`config.mk`:
```
export PLATFORM = sky130hd
export DESIGN_NAME = bsu_sender
export DESIGN_NICKNAME = d
export VERILOG_FILES = /design/src/rtl/bsu_pkg.sv /design/src/rtl/bsu_fetch.sv /design/src/rtl/bsu_scan.sv /design/src/rtl/bsu_status.sv /design/src/rtl/bsu_sender.sv
export SDC_FILE = /design/constraint.sdc
export NUM_CORES = 2
export LEC_CHECK = 0
export BUFFER_PORTS_ARGS = -buffer_cell sky130_fd_sc_hd__clkbuf_2
export CAP_MARGIN = 20
export CORE_ASPECT_RATIO = 0.8
export CORE_MARGIN = 10
export CORE_UTILIZATION = 62
export DETAILED_ROUTE_END_ITERATION = 8
export PLACE_DENSITY = 0.84
export SETUP_SLACK_MARGIN = 0.05
export SKIP_CTS_REPAIR_TIMING = 1
export SYNTH_ARGS = -nofsm -noshare
export SYNTH_HDL_FRONTEND = slang
export SYNTH_SLANG_ARGS = --single-unit
```
`constraint.sdc`:
```
create_clock -name clk -period 12.4 [get_ports clk]
set_input_delay 1.86 -clock clk [delete_from_list [all_inputs] [get_ports clk]]
set_output_delay 1.86 -clock clk [all_outputs]
set_load 0.005 [all_outputs]
```
`src/rtl/bsu_pkg.sv`:
```
package bsu_pkg;

   typedef enum logic [1:0] {
      ST_IDLE    = 2'd0,
      ST_ACTIVE  = 2'd1,
      ST_DST_TMO = 2'd2,
      ST_SRC_TMO = 2'd3
   } act_st_e;

   localparam int DESC_BITS = 512;
   localparam int VEC_BITS  = 256;
   localparam int PAY_LSB   = 256;
   localparam int HDR_LSB   = 384;
   localparam int NODE_W    = 15;
   localparam int ENTRY_W   = 144;
   localparam int SET_SHIFT = 9;

   localparam logic [7:0] ENDPOINT_CMD = 8'h38;

   // header bit positions (relative to header bit 0)
   localparam int H_NODE_LSB = 6;
   localparam int H_CMD_LSB  = 21;
   localparam int H_SWACK    = 89;
   localparam int H_MLEVEL   = 105;
   localparam int H_CHAIN    = 106;

   // rebuild the queue entry from the descriptor
   function automatic logic [ENTRY_W-1:0] repack(input logic [DESC_BITS-1:0] d);
      logic [127:0] h;
      h = d[HDR_LSB +: 128];
      return {h[56:41], 8'h00, h[81:58], d[PAY_LSB +: 96]};
   endfunction

endpackage

```
`src/rtl/bsu_fetch.sv`:
```
module bsu_fetch
   import bsu_pkg::*;
#(
   parameter int ADDR_W = 48,
   parameter int MEM_W  = 128
) (
   input  logic                 clk,
   input  logic                 rst_n,
   input  logic                 start_i,
   input  logic [5:0]           set_idx_i,
   input  logic [ADDR_W-1:0]    base_i,
   output logic                 mem_req_o,
   output logic [ADDR_W-1:0]    mem_addr_o,
   input  logic                 mem_rvalid_i,
   input  logic [MEM_W-1:0]     mem_rdata_i,
   output logic                 desc_valid_o,
   output logic [DESC_BITS-1:0] desc_o
);
   localparam int MEM_BYTES = MEM_W / 8;
   localparam int BEATS     = DESC_BITS / MEM_W;
   localparam int BEAT_W    = (BEATS > 1) ? $clog2(BEATS) : 1;

   if (MEM_W != 64 && MEM_W != 128 && MEM_W != 256 && MEM_W != 512) begin : g_bad_mem_w
      $error("bsu_fetch: MEM_W must be 64, 128, 256 or 512");
   end
   if (ADDR_W < 16) begin : g_bad_addr_w
      $error("bsu_fetch: ADDR_W too small");
   end

   logic                 busy_q;
   logic                 wait_q;
   logic [BEAT_W-1:0]    beat_q;
   logic [ADDR_W-1:0]    addr_q;
   logic [DESC_BITS-1:0] desc_q;
   logic                 done_q;
   logic                 last_beat;

   if (BEATS > 1) begin : g_multi
      assign last_beat = (beat_q == BEAT_W'(BEATS - 1));
   end else begin : g_single
      assign last_beat = 1'b1;
   end

   always_ff @(posedge clk or negedge rst_n) begin
      if (!rst_n) begin
         busy_q <= 1'b0;
         wait_q <= 1'b0;
         beat_q <= '0;
         addr_q <= '0;
         desc_q <= '0;
         done_q <= 1'b0;
      end else begin
         done_q <= 1'b0;
         if (start_i) begin
            busy_q <= 1'b1;
            wait_q <= 1'b0;
            beat_q <= '0;
            addr_q <= base_i + (ADDR_W'(set_idx_i) << SET_SHIFT);
         end else if (busy_q) begin
            if (!wait_q) begin
               wait_q <= 1'b1;
            end else if (mem_rvalid_i) begin
               desc_q[int'(beat_q)*MEM_W +: MEM_W] <= mem_rdata_i;
               wait_q <= 1'b0;
               if (last_beat) begin
                  busy_q <= 1'b0;
                  done_q <= 1'b1;
               end else begin
                  beat_q <= beat_q + 1'b1;
               end
            end
         end
      end
   end

   assign mem_req_o    = busy_q && !wait_q;
   assign mem_addr_o   = addr_q + ADDR_W'(beat_q) * ADDR_W'(MEM_BYTES);
   assign desc_valid_o = done_q;
   assign desc_o       = desc_q;

endmodule

```
`src/rtl/bsu_scan.sv`:
```
module bsu_scan
   import bsu_pkg::*;
#(
   parameter int VEC_W = VEC_BITS
) (
   input  logic              clk,
   input  logic              rst_n,
   input  logic              load_i,
   input  logic [VEC_W-1:0]  vec_i,
   input  logic [NODE_W-1:0] node_base_i,
   input  logic              clear_i,
   input  logic              take_i,
   output logic              valid_o,
   output logic [NODE_W-1:0] dest_o
);
   localparam int IDX_W = $clog2(VEC_W);

   if (VEC_W < 2) begin : g_bad_vec
      $error("bsu_scan: VEC_W must be at least 2");
   end

   logic [VEC_W-1:0]  vec_q;
   logic [NODE_W-1:0] base_q;
   logic [IDX_W-1:0]  idx;

   // lowest set bit wins
   always_comb begin
      idx = '0;
      for (int i = VEC_W - 1; i >= 0; i--) begin
         if (vec_q[i]) idx = IDX_W'(i);
      end
   end

   always_ff @(posedge clk or negedge rst_n) begin
      if (!rst_n) begin
         vec_q  <= '0;
         base_q <= '0;
      end else if (clear_i) begin
         vec_q <= '0;
      end else if (load_i) begin
         vec_q  <= vec_i;
         base_q <= node_base_i;
      end else if (take_i) begin
         vec_q <= vec_q & (vec_q - 1'b1);
      end
   end

   assign valid_o = |vec_q;
   assign dest_o  = base_q + NODE_W'(idx);

endmodule

```
`src/rtl/bsu_status.sv`:
```
module bsu_status
   import bsu_pkg::*;
#(
   parameter int NUM_SND = 4,
   parameter int CNT_W   = 9
) (
   input  logic                 clk,
   input  logic                 rst_n,
   input  logic [NUM_SND-1:0]   start_i,
   input  logic [NUM_SND-1:0]   serving_i,
   input  logic [NUM_SND-1:0]   sent_i,
   input  logic [NUM_SND-1:0]   ack_i,
   input  logic [NUM_SND-1:0]   dtmo_i,
   input  logic [NUM_SND-1:0]   stmo_i,
   output logic [2*NUM_SND-1:0] status_o
);

   for (genvar s = 0; s < NUM_SND; s++) begin : g_slot
      act_st_e          st_q;
      logic [CNT_W-1:0] cnt_q;
      logic [CNT_W-1:0] cnt_sum;
      logic [CNT_W-1:0] cnt_nx;

      always_comb begin
         cnt_sum = cnt_q + CNT_W'(sent_i[s]);
         cnt_nx  = cnt_sum;
         if (ack_i[s] && cnt_sum != '0) cnt_nx = cnt_sum - 1'b1;
      end

      always_ff @(posedge clk or negedge rst_n) begin
         if (!rst_n) begin
            st_q  <= ST_IDLE;
            cnt_q <= '0;
         end else if (start_i[s]) begin
            st_q  <= ST_ACTIVE;
            cnt_q <= '0;
         end else begin
            cnt_q <= cnt_nx;
            if (st_q == ST_ACTIVE) begin
               if (dtmo_i[s])                          st_q <= ST_DST_TMO;
               else if (stmo_i[s])                     st_q <= ST_SRC_TMO;
               else if (!serving_i[s] && cnt_nx == '0) st_q <= ST_IDLE;
            end
         end
      end

      assign status_o[2*s +: 2] = st_q;
   end

endmodule

```
`src/rtl/bsu_sender.sv`:
```
module bsu_sender
   import bsu_pkg::*;
#(
   parameter int NUM_SND = 4,
   parameter int ADDR_W  = 48,
   parameter int MEM_W   = 128,
   localparam int SND_W  = (NUM_SND > 1) ? $clog2(NUM_SND) : 1
) (
   input  logic                 clk,
   input  logic                 rst_n,
   input  logic                 act_valid_i,
   output logic                 act_ready_o,
   input  logic [SND_W-1:0]     act_sender_i,
   input  logic [5:0]           act_set_i,
   input  logic [ADDR_W-1:0]    desc_base_i,
   output logic                 mem_req_o,
   output logic [ADDR_W-1:0]    mem_addr_o,
   input  logic                 mem_rvalid_i,
   input  logic [MEM_W-1:0]     mem_rdata_i,
   output logic                 msg_valid_o,
   input  logic                 msg_ready_i,
   output logic [NODE_W-1:0]    msg_dest_o,
   output logic [ENTRY_W-1:0]   msg_data_o,
   output logic [SND_W-1:0]     msg_sender_o,
   output logic                 msg_swack_o,
   input  logic [NUM_SND-1:0]   ack_i,
   input  logic [NUM_SND-1:0]   dst_tmo_i,
   input  logic [NUM_SND-1:0]   src_tmo_i,
   output logic [2*NUM_SND-1:0] status_o,
   output logic                 busy_err_o,
   output logic                 fmt_err_o
);
   localparam int CNT_W = $clog2(VEC_BITS) + 1;

   if (NUM_SND < 1 || NUM_SND > 32) begin : g_bad_snd
      $error("bsu_sender: NUM_SND must be 1..32 (one status word)");
   end

   typedef enum logic [1:0] {ENG_IDLE, ENG_FETCH, ENG_SEND} eng_e;

   eng_e                 eng_q;
   logic [SND_W-1:0]     cur_q;
   logic                 swack_q;
   logic [ENTRY_W-1:0]   data_q;
   logic                 busy_err_q;
   logic                 fmt_err_q;

   logic                 act_fire;
   logic                 accept;
   logic                 refuse;
   logic [1:0]           sel_st;
   logic [1:0]           cur_st;
   logic                 cur_live;
   logic                 desc_valid;
   logic [DESC_BITS-1:0] desc;
   logic [127:0]         hdr;
   logic                 hdr_ok;
   logic                 scan_load;
   logic                 scan_clear;
   logic                 scan_valid;
   logic                 take;
   logic [NODE_W-1:0]    scan_dest;
   logic [NUM_SND-1:0]   start_v;
   logic [NUM_SND-1:0]   serve_v;
   logic [NUM_SND-1:0]   sent_v;

   assign act_ready_o = (eng_q == ENG_IDLE);
   assign act_fire    = act_valid_i && act_ready_o;
   assign sel_st      = status_o[{act_sender_i, 1'b0} +: 2];
   assign cur_st      = status_o[{cur_q, 1'b0} +: 2];
   assign cur_live    = (cur_st == ST_ACTIVE);
   assign accept      = act_fire && (sel_st != ST_ACTIVE);
   assign refuse      = act_fire && (sel_st == ST_ACTIVE);

   assign hdr    = desc[HDR_LSB +: 128];
   assign hdr_ok = !hdr[H_MLEVEL] && !hdr[H_CHAIN] &&
                   (hdr[H_CMD_LSB +: 8] == ENDPOINT_CMD);

   assign scan_load  = (eng_q == ENG_FETCH) && desc_valid && cur_live && hdr_ok;
   assign scan_clear = (eng_q == ENG_SEND) && !cur_live;
   assign take       = msg_valid_o && msg_ready_i;

   bsu_fetch #(
      .ADDR_W (ADDR_W),
      .MEM_W  (MEM_W)
   ) u_fetch (
      .clk          (clk),
      .rst_n        (rst_n),
      .start_i      (accept),
      .set_idx_i    (act_set_i),
      .base_i       (desc_base_i),
      .mem_req_o    (mem_req_o),
      .mem_addr_o   (mem_addr_o),
      .mem_rvalid_i (mem_rvalid_i),
      .mem_rdata_i  (mem_rdata_i),
      .desc_valid_o (desc_valid),
      .desc_o       (desc)
   );

   bsu_scan #(
      .VEC_W (VEC_BITS)
   ) u_scan (
      .clk         (clk),
      .rst_n       (rst_n),
      .load_i      (scan_load),
      .vec_i       (desc[VEC_BITS-1:0]),
      .node_base_i (hdr[H_NODE_LSB +: NODE_W]),
      .clear_i     (scan_clear),
      .take_i      (take),
      .valid_o     (scan_valid),
      .dest_o      (scan_dest)
   );

   always_comb begin
      start_v = '0;
      serve_v = '0;
      sent_v  = '0;
      if (accept)              start_v[act_sender_i] = 1'b1;
      if (eng_q != ENG_IDLE)   serve_v[cur_q]        = 1'b1;
      if (take)                sent_v[cur_q]         = 1'b1;
   end

   bsu_status #(
      .NUM_SND (NUM_SND),
      .CNT_W   (CNT_W)
   ) u_status (
      .clk       (clk),
      .rst_n     (rst_n),
      .start_i   (start_v),
      .serving_i (serve_v),
      .sent_i    (sent_v),
      .ack_i     (ack_i),
      .dtmo_i    (dst_tmo_i),
      .stmo_i    (src_tmo_i),
      .status_o  (status_o)
   );

   always_ff @(posedge clk or negedge rst_n) begin
      if (!rst_n) begin
         eng_q      <= ENG_IDLE;
         cur_q      <= '0;
         swack_q    <= 1'b0;
         data_q     <= '0;
         busy_err_q <= 1'b0;
         fmt_err_q  <= 1'b0;
      end else begin
         busy_err_q <= refuse;
         fmt_err_q  <= 1'b0;
         unique case (eng_q)
            ENG_IDLE: begin
               if (accept) begin
                  eng_q <= ENG_FETCH;
                  cur_q <= act_sender_i;
               end
            end
            ENG_FETCH: begin
               if (desc_valid) begin
                  if (!cur_live) begin
                     eng_q <= ENG_IDLE;
                  end else if (!hdr_ok) begin
                     eng_q     <= ENG_IDLE;
                     fmt_err_q <= 1'b1;
                  end else begin
                     eng_q   <= ENG_SEND;
                     swack_q <= hdr[H_SWACK];
                     data_q  <= repack(desc);
                  end
               end
            end
            ENG_SEND: begin
               if (!cur_live || !scan_valid) eng_q <= ENG_IDLE;
            end
            default: eng_q <= ENG_IDLE;
         endcase
      end
   end

   assign msg_valid_o  = (eng_q == ENG_SEND) && scan_valid && cur_live;
   assign msg_dest_o   = scan_dest;
   assign msg_data_o   = data_q;
   assign msg_sender_o = cur_q;
   assign msg_swack_o  = swack_q;
   assign busy_err_o   = busy_err_q;
   assign fmt_err_o    = fmt_err_q;

endmodule

```
==> impl_metrics.py <==
metrics = {
    "yosys": {
        "syn_area_per_cell_sq_um": 9.14,
        "synthDistinctLibCells": 86,
        "synth_top_area_cell": "dfrtp_1",
        "syn_area_sq_um": 45400,
        "synth-seq-cells": 929,
        "yosys_warnings": 0,
        "ys.flop_type": "dfrtp_1",
        "synth_top_area_share_pct": 51.2,
        "ys_top_cells_by_area": "dfrtp_1, nand2_1, o21ai_0, mux2_2, a32o_1",
        "synthArstFlopShare_pct": 100,
        "synth_edf_count": 0,
        "synthCells": 4964,
        "ys_seq_area_share_pct": 51.2,
    },
    "clock_tree": {
        "cts_root_buffer": "clkbuf_16",
        "cts_tree": "yes",
        "clock_sinks": 929,
        "cts_made_buffers": 90,
        "cts.path.max_buffers": 3,
        "cts_htree_levels": 3,
        "clock_latency_ns": 0.68,
        "clk_pin_slew_ns": 0.06,
    },
    "flow_run": {
        "maxCapViolCount": 0,
    },
    "route": {
        "routed_wl_um": 146000,
        "vias": 40400,
        "dr.pass1.iters": 8,
        "wl_per_cell_um": 23.2,
        "vias_per_cell": 6.43,
        "antenna_left": 0,
        "dr.first_iter.drc_count": 5321,
        "drc_errors": 0,
    },
    "critical_path": {
        "worst-path-max-fanout": 11,
        "r2r-end": "u_status.g_slot[0].st_q[0]",
        "setup.worst_path.start_class": "flop",
        "path_common_cell": "o21ai_0",
        "reg2regPathDepth": 18,
        "r2r-start": "u_scan.vec_q[66]",
        "crit_chain": "nor4_1, o21ai_0, nor4b_1, o211ai_1, a211oi_1, a211o_1, a21oi_1, o21ai_0, a22o_1, ha_1, inv_1, fa_1, nor2b_1, o21ai_0, a21boi_0, o21ai_0, a21boi_0, o21ai_0, nand2b_1, nand3_1, xnor2_1, clkbuf_2",
        "reg2reg_slack_ns": 5.82,
        "cp.required_ns": 10.54,
        "cpPeakStageDelay_ns": 0.50,
        "cp_data_arrival_time_ns": 5.87,
        "critPathKind": "reg2out",
        "startpoint": "u_scan.vec_q[182]",
        "crit_path_end_kind": "output pin",
        "cp_slowest_cell": "dfrtp_1",
    },
    "floorplanning": {
        "die_y_um": 262,
        "io_pins": 424,
        "die_x_um": 322,
        "die_area_sq_um": 84500,
        "initial_core_util_pct": 62.7,
        "rows": 88,
        "core_sq_um": 72300,
    },
    "power": {
        "power_density_nw_per_um2": 126,
        "pwr-share-clk_pct": 45.8,
        "p_leak_nw": 22.8,
        "p_switching_mw": 1.52,
        "comb_power_share_pct": 5.8,
        "seqPwrFrac_pct": 48.3,
        "switching_share_pct": 23.5,
        "ir_worst_vdd_mv": 0.119,
        "intPower_mw": 4.94,
    },
    "cells_and_area": {
        "final_area_sq_um": 51400,
        "fin_nets": 5499,
        "syn_to_final_growth_pct": 13.2,
        "drive_above_1_share_pct": 15.8,
        "fin_util_pct": 71.0,
    },
    "timing": {
        "fin_ws_ns": 4.67,
        "maxSlewHeadroom_pct": 17.8,
        "post-route-period-util_pct": 62.3,
        "clock_skew_ns": 0.0214,
        "max_freq_mhz": 129,
        "hold_viol_final": 0,
        "rsz0062_at_grt": "no",
        "report.final.slew_viol_count": 0,
        "finalCriticalPeriod_ns": 7.73,
        "tightest_slew_ns": 1.22,
        "setup_viol": 0,
        "fin_tns_setup_ns": 0,
    },
    "placed_design": {
        "place_hpwl_um": 103000,
        "place_congestion": 1.01,
        "dpl_cell_area_sq_um": 48100,
        "dp_slack_ns": 5.46,
        "io_buffers": 415,
    },
    "hold_path": {
        "holdPathEnd": "eng_q[0]",
        "min_path_cells": 1,
        "hp-class": "reg2reg",
        "worstHoldStart": "u_fetch.desc_valid_o",
    },
    "global_route": {
        "antenna_found_initial": 7,
        "grt_start_max_net_pins": 188,
        "grt_pass1_wl_um": 226000,
        "grt_pass1_vias": 38500,
        "grt-ovfl-total": 0,
        "grtUsageTotal_pct": 33.9,
    },
    "status": {
        "status": "completed",
    },
}
## power by group through the flow
stage	combinational [mW]	clock (mW)	sequential, mW
2_1_floorplan	0.209	0	3.16
3_3_place_gp	0.357	0	3.17
3_5_place_dp	0.370	0	3.17
4_1_cts	0.374	2.97	3.12
5_1_grt	0.423	3.10	3.12
6_report	0.377	2.96	3.12
## cell usage in the layout, fill, tap and decap left out, types with 91 or more instances in the layout
master,count
o21ai_0,552
clkbuf_2,417
inv_1,104
nand2_1,1270
nand3_1,141
dfrtp_1,929
xnor2_1,95
a32o_1,167
nor3_1,113
mux2_2,155
nor4_1,102
nor2_1,296
clkbuf_16,91
## synth_stat cells (9+ instances only)
cell and number:
nand2_1 1274, dfrtp_1 929, o21ai_0 552, nor2_1 298, clkbuf_1 257, a32o_1 167
mux2_2 155, nand3_1 142, nor3_1 114, inv_1 104, nor4_1 103, xnor2_1 95
a21oi_1 84, nand4_1 73, and3_1 48, xor2_1 41, or4_1 39, o31ai_1 34
ha_1 33, o211ai_1 31, nor2b_1 25, or3_1 22, and2_1 21, o311ai_0 21
nand2b_1 19, a211oi_1 18, a22o_1 18, and4_1 16, a31oi_1 15, or2_2 15
buf_4 13, nor4_2 12, nand4b_1 11, nor3b_1 11, nor4b_1 11, a21boi_0 10
mux2i_1 10, a211o_1 9, nand3b_1 9
## metal layers
layer	share of wire (%)	vias up	global-route usage, %
met5	0.019	-	0
met4	2.6	4	9.03
met3	11	292	9.40
met2	45	2188	50.7
met1	41	19800	48.3
li1	-	18200	-
## per-stage QoR
stage	hold WS, ns	cells	power [mW]
after floorplan	0.435	4971	3.37
after global placement	0.444	6109	3.53
after detailed placement	0.451	6109	3.54
after CTS	0.460	6271	6.46
after global routing	0.487	6281	6.65
final	0.463	6283	6.45
## worst max-delay path: cells and delay by family, from the launching register on
family                     cells  cell delay (ns)
AOI/OAI and AO/OA             12             2.51
xor gates and xnor gates       1             0.18
adders and majority gates      2             0.56
buffers and inverters          2             0.20
DFF                            1             0.50
and+or+nand+nor                5             1.24
## final cells by class
type	count	area [sq um]
Antenna cell	6	15.0
Clock buffer	125	2580
Clock inverter	37	568
Fill cell	5409	21000
Inverter	104	390
Multi-Input combinational cell	3662	20800
Sequential cell	929	23200
Tap cell	945	1180
Timing Repair Buffer	475	2620
## sequential cells by signal, summed over array words and instances (netlist names), 2 cells and up
register / flops
u_scan.base_q: 15
u_fetch.addr_q: 48
eng_q: 2
msg_data_o: 136
u_fetch.beat_q: 2
u_scan.vec_q: 256
msg_sender_o: 2
u_status.g_slot.st_q: 8
u_status.g_slot.cnt_q: 36
u_fetch.desc_o: 418
## logic make-up after synthesis
family | count (synthesis) | synth area share [%]
XOR/XNOR | 136 | 2.63
multiplexers | 166 | 4.12
buffers and inverters | 380 | 3.27
AO/OA/AOI/OAI | 1032 | 14.8
flip-flops | 929 | 51.2
adder cells (fa/ha/maj) | 36 | 1.04
AND/OR/NAND/NOR | 2284 | 22.9
other | 1 | 0.00827
## worst max-delay path by stage
stage                           to  slack [ns]  depth (start not counted)
floorplan           msg_dest_o[14]        6.78                         22
global placement    msg_dest_o[14]        5.52                         22
detailed placement  msg_dest_o[14]        5.46                         22
CTS                 msg_dest_o[10]        4.73                         22
global route        msg_dest_o[10]        4.35                         22
finish              msg_dest_o[10]        4.67                         22
Note: power is estimated with default switching activity, not from simulation.
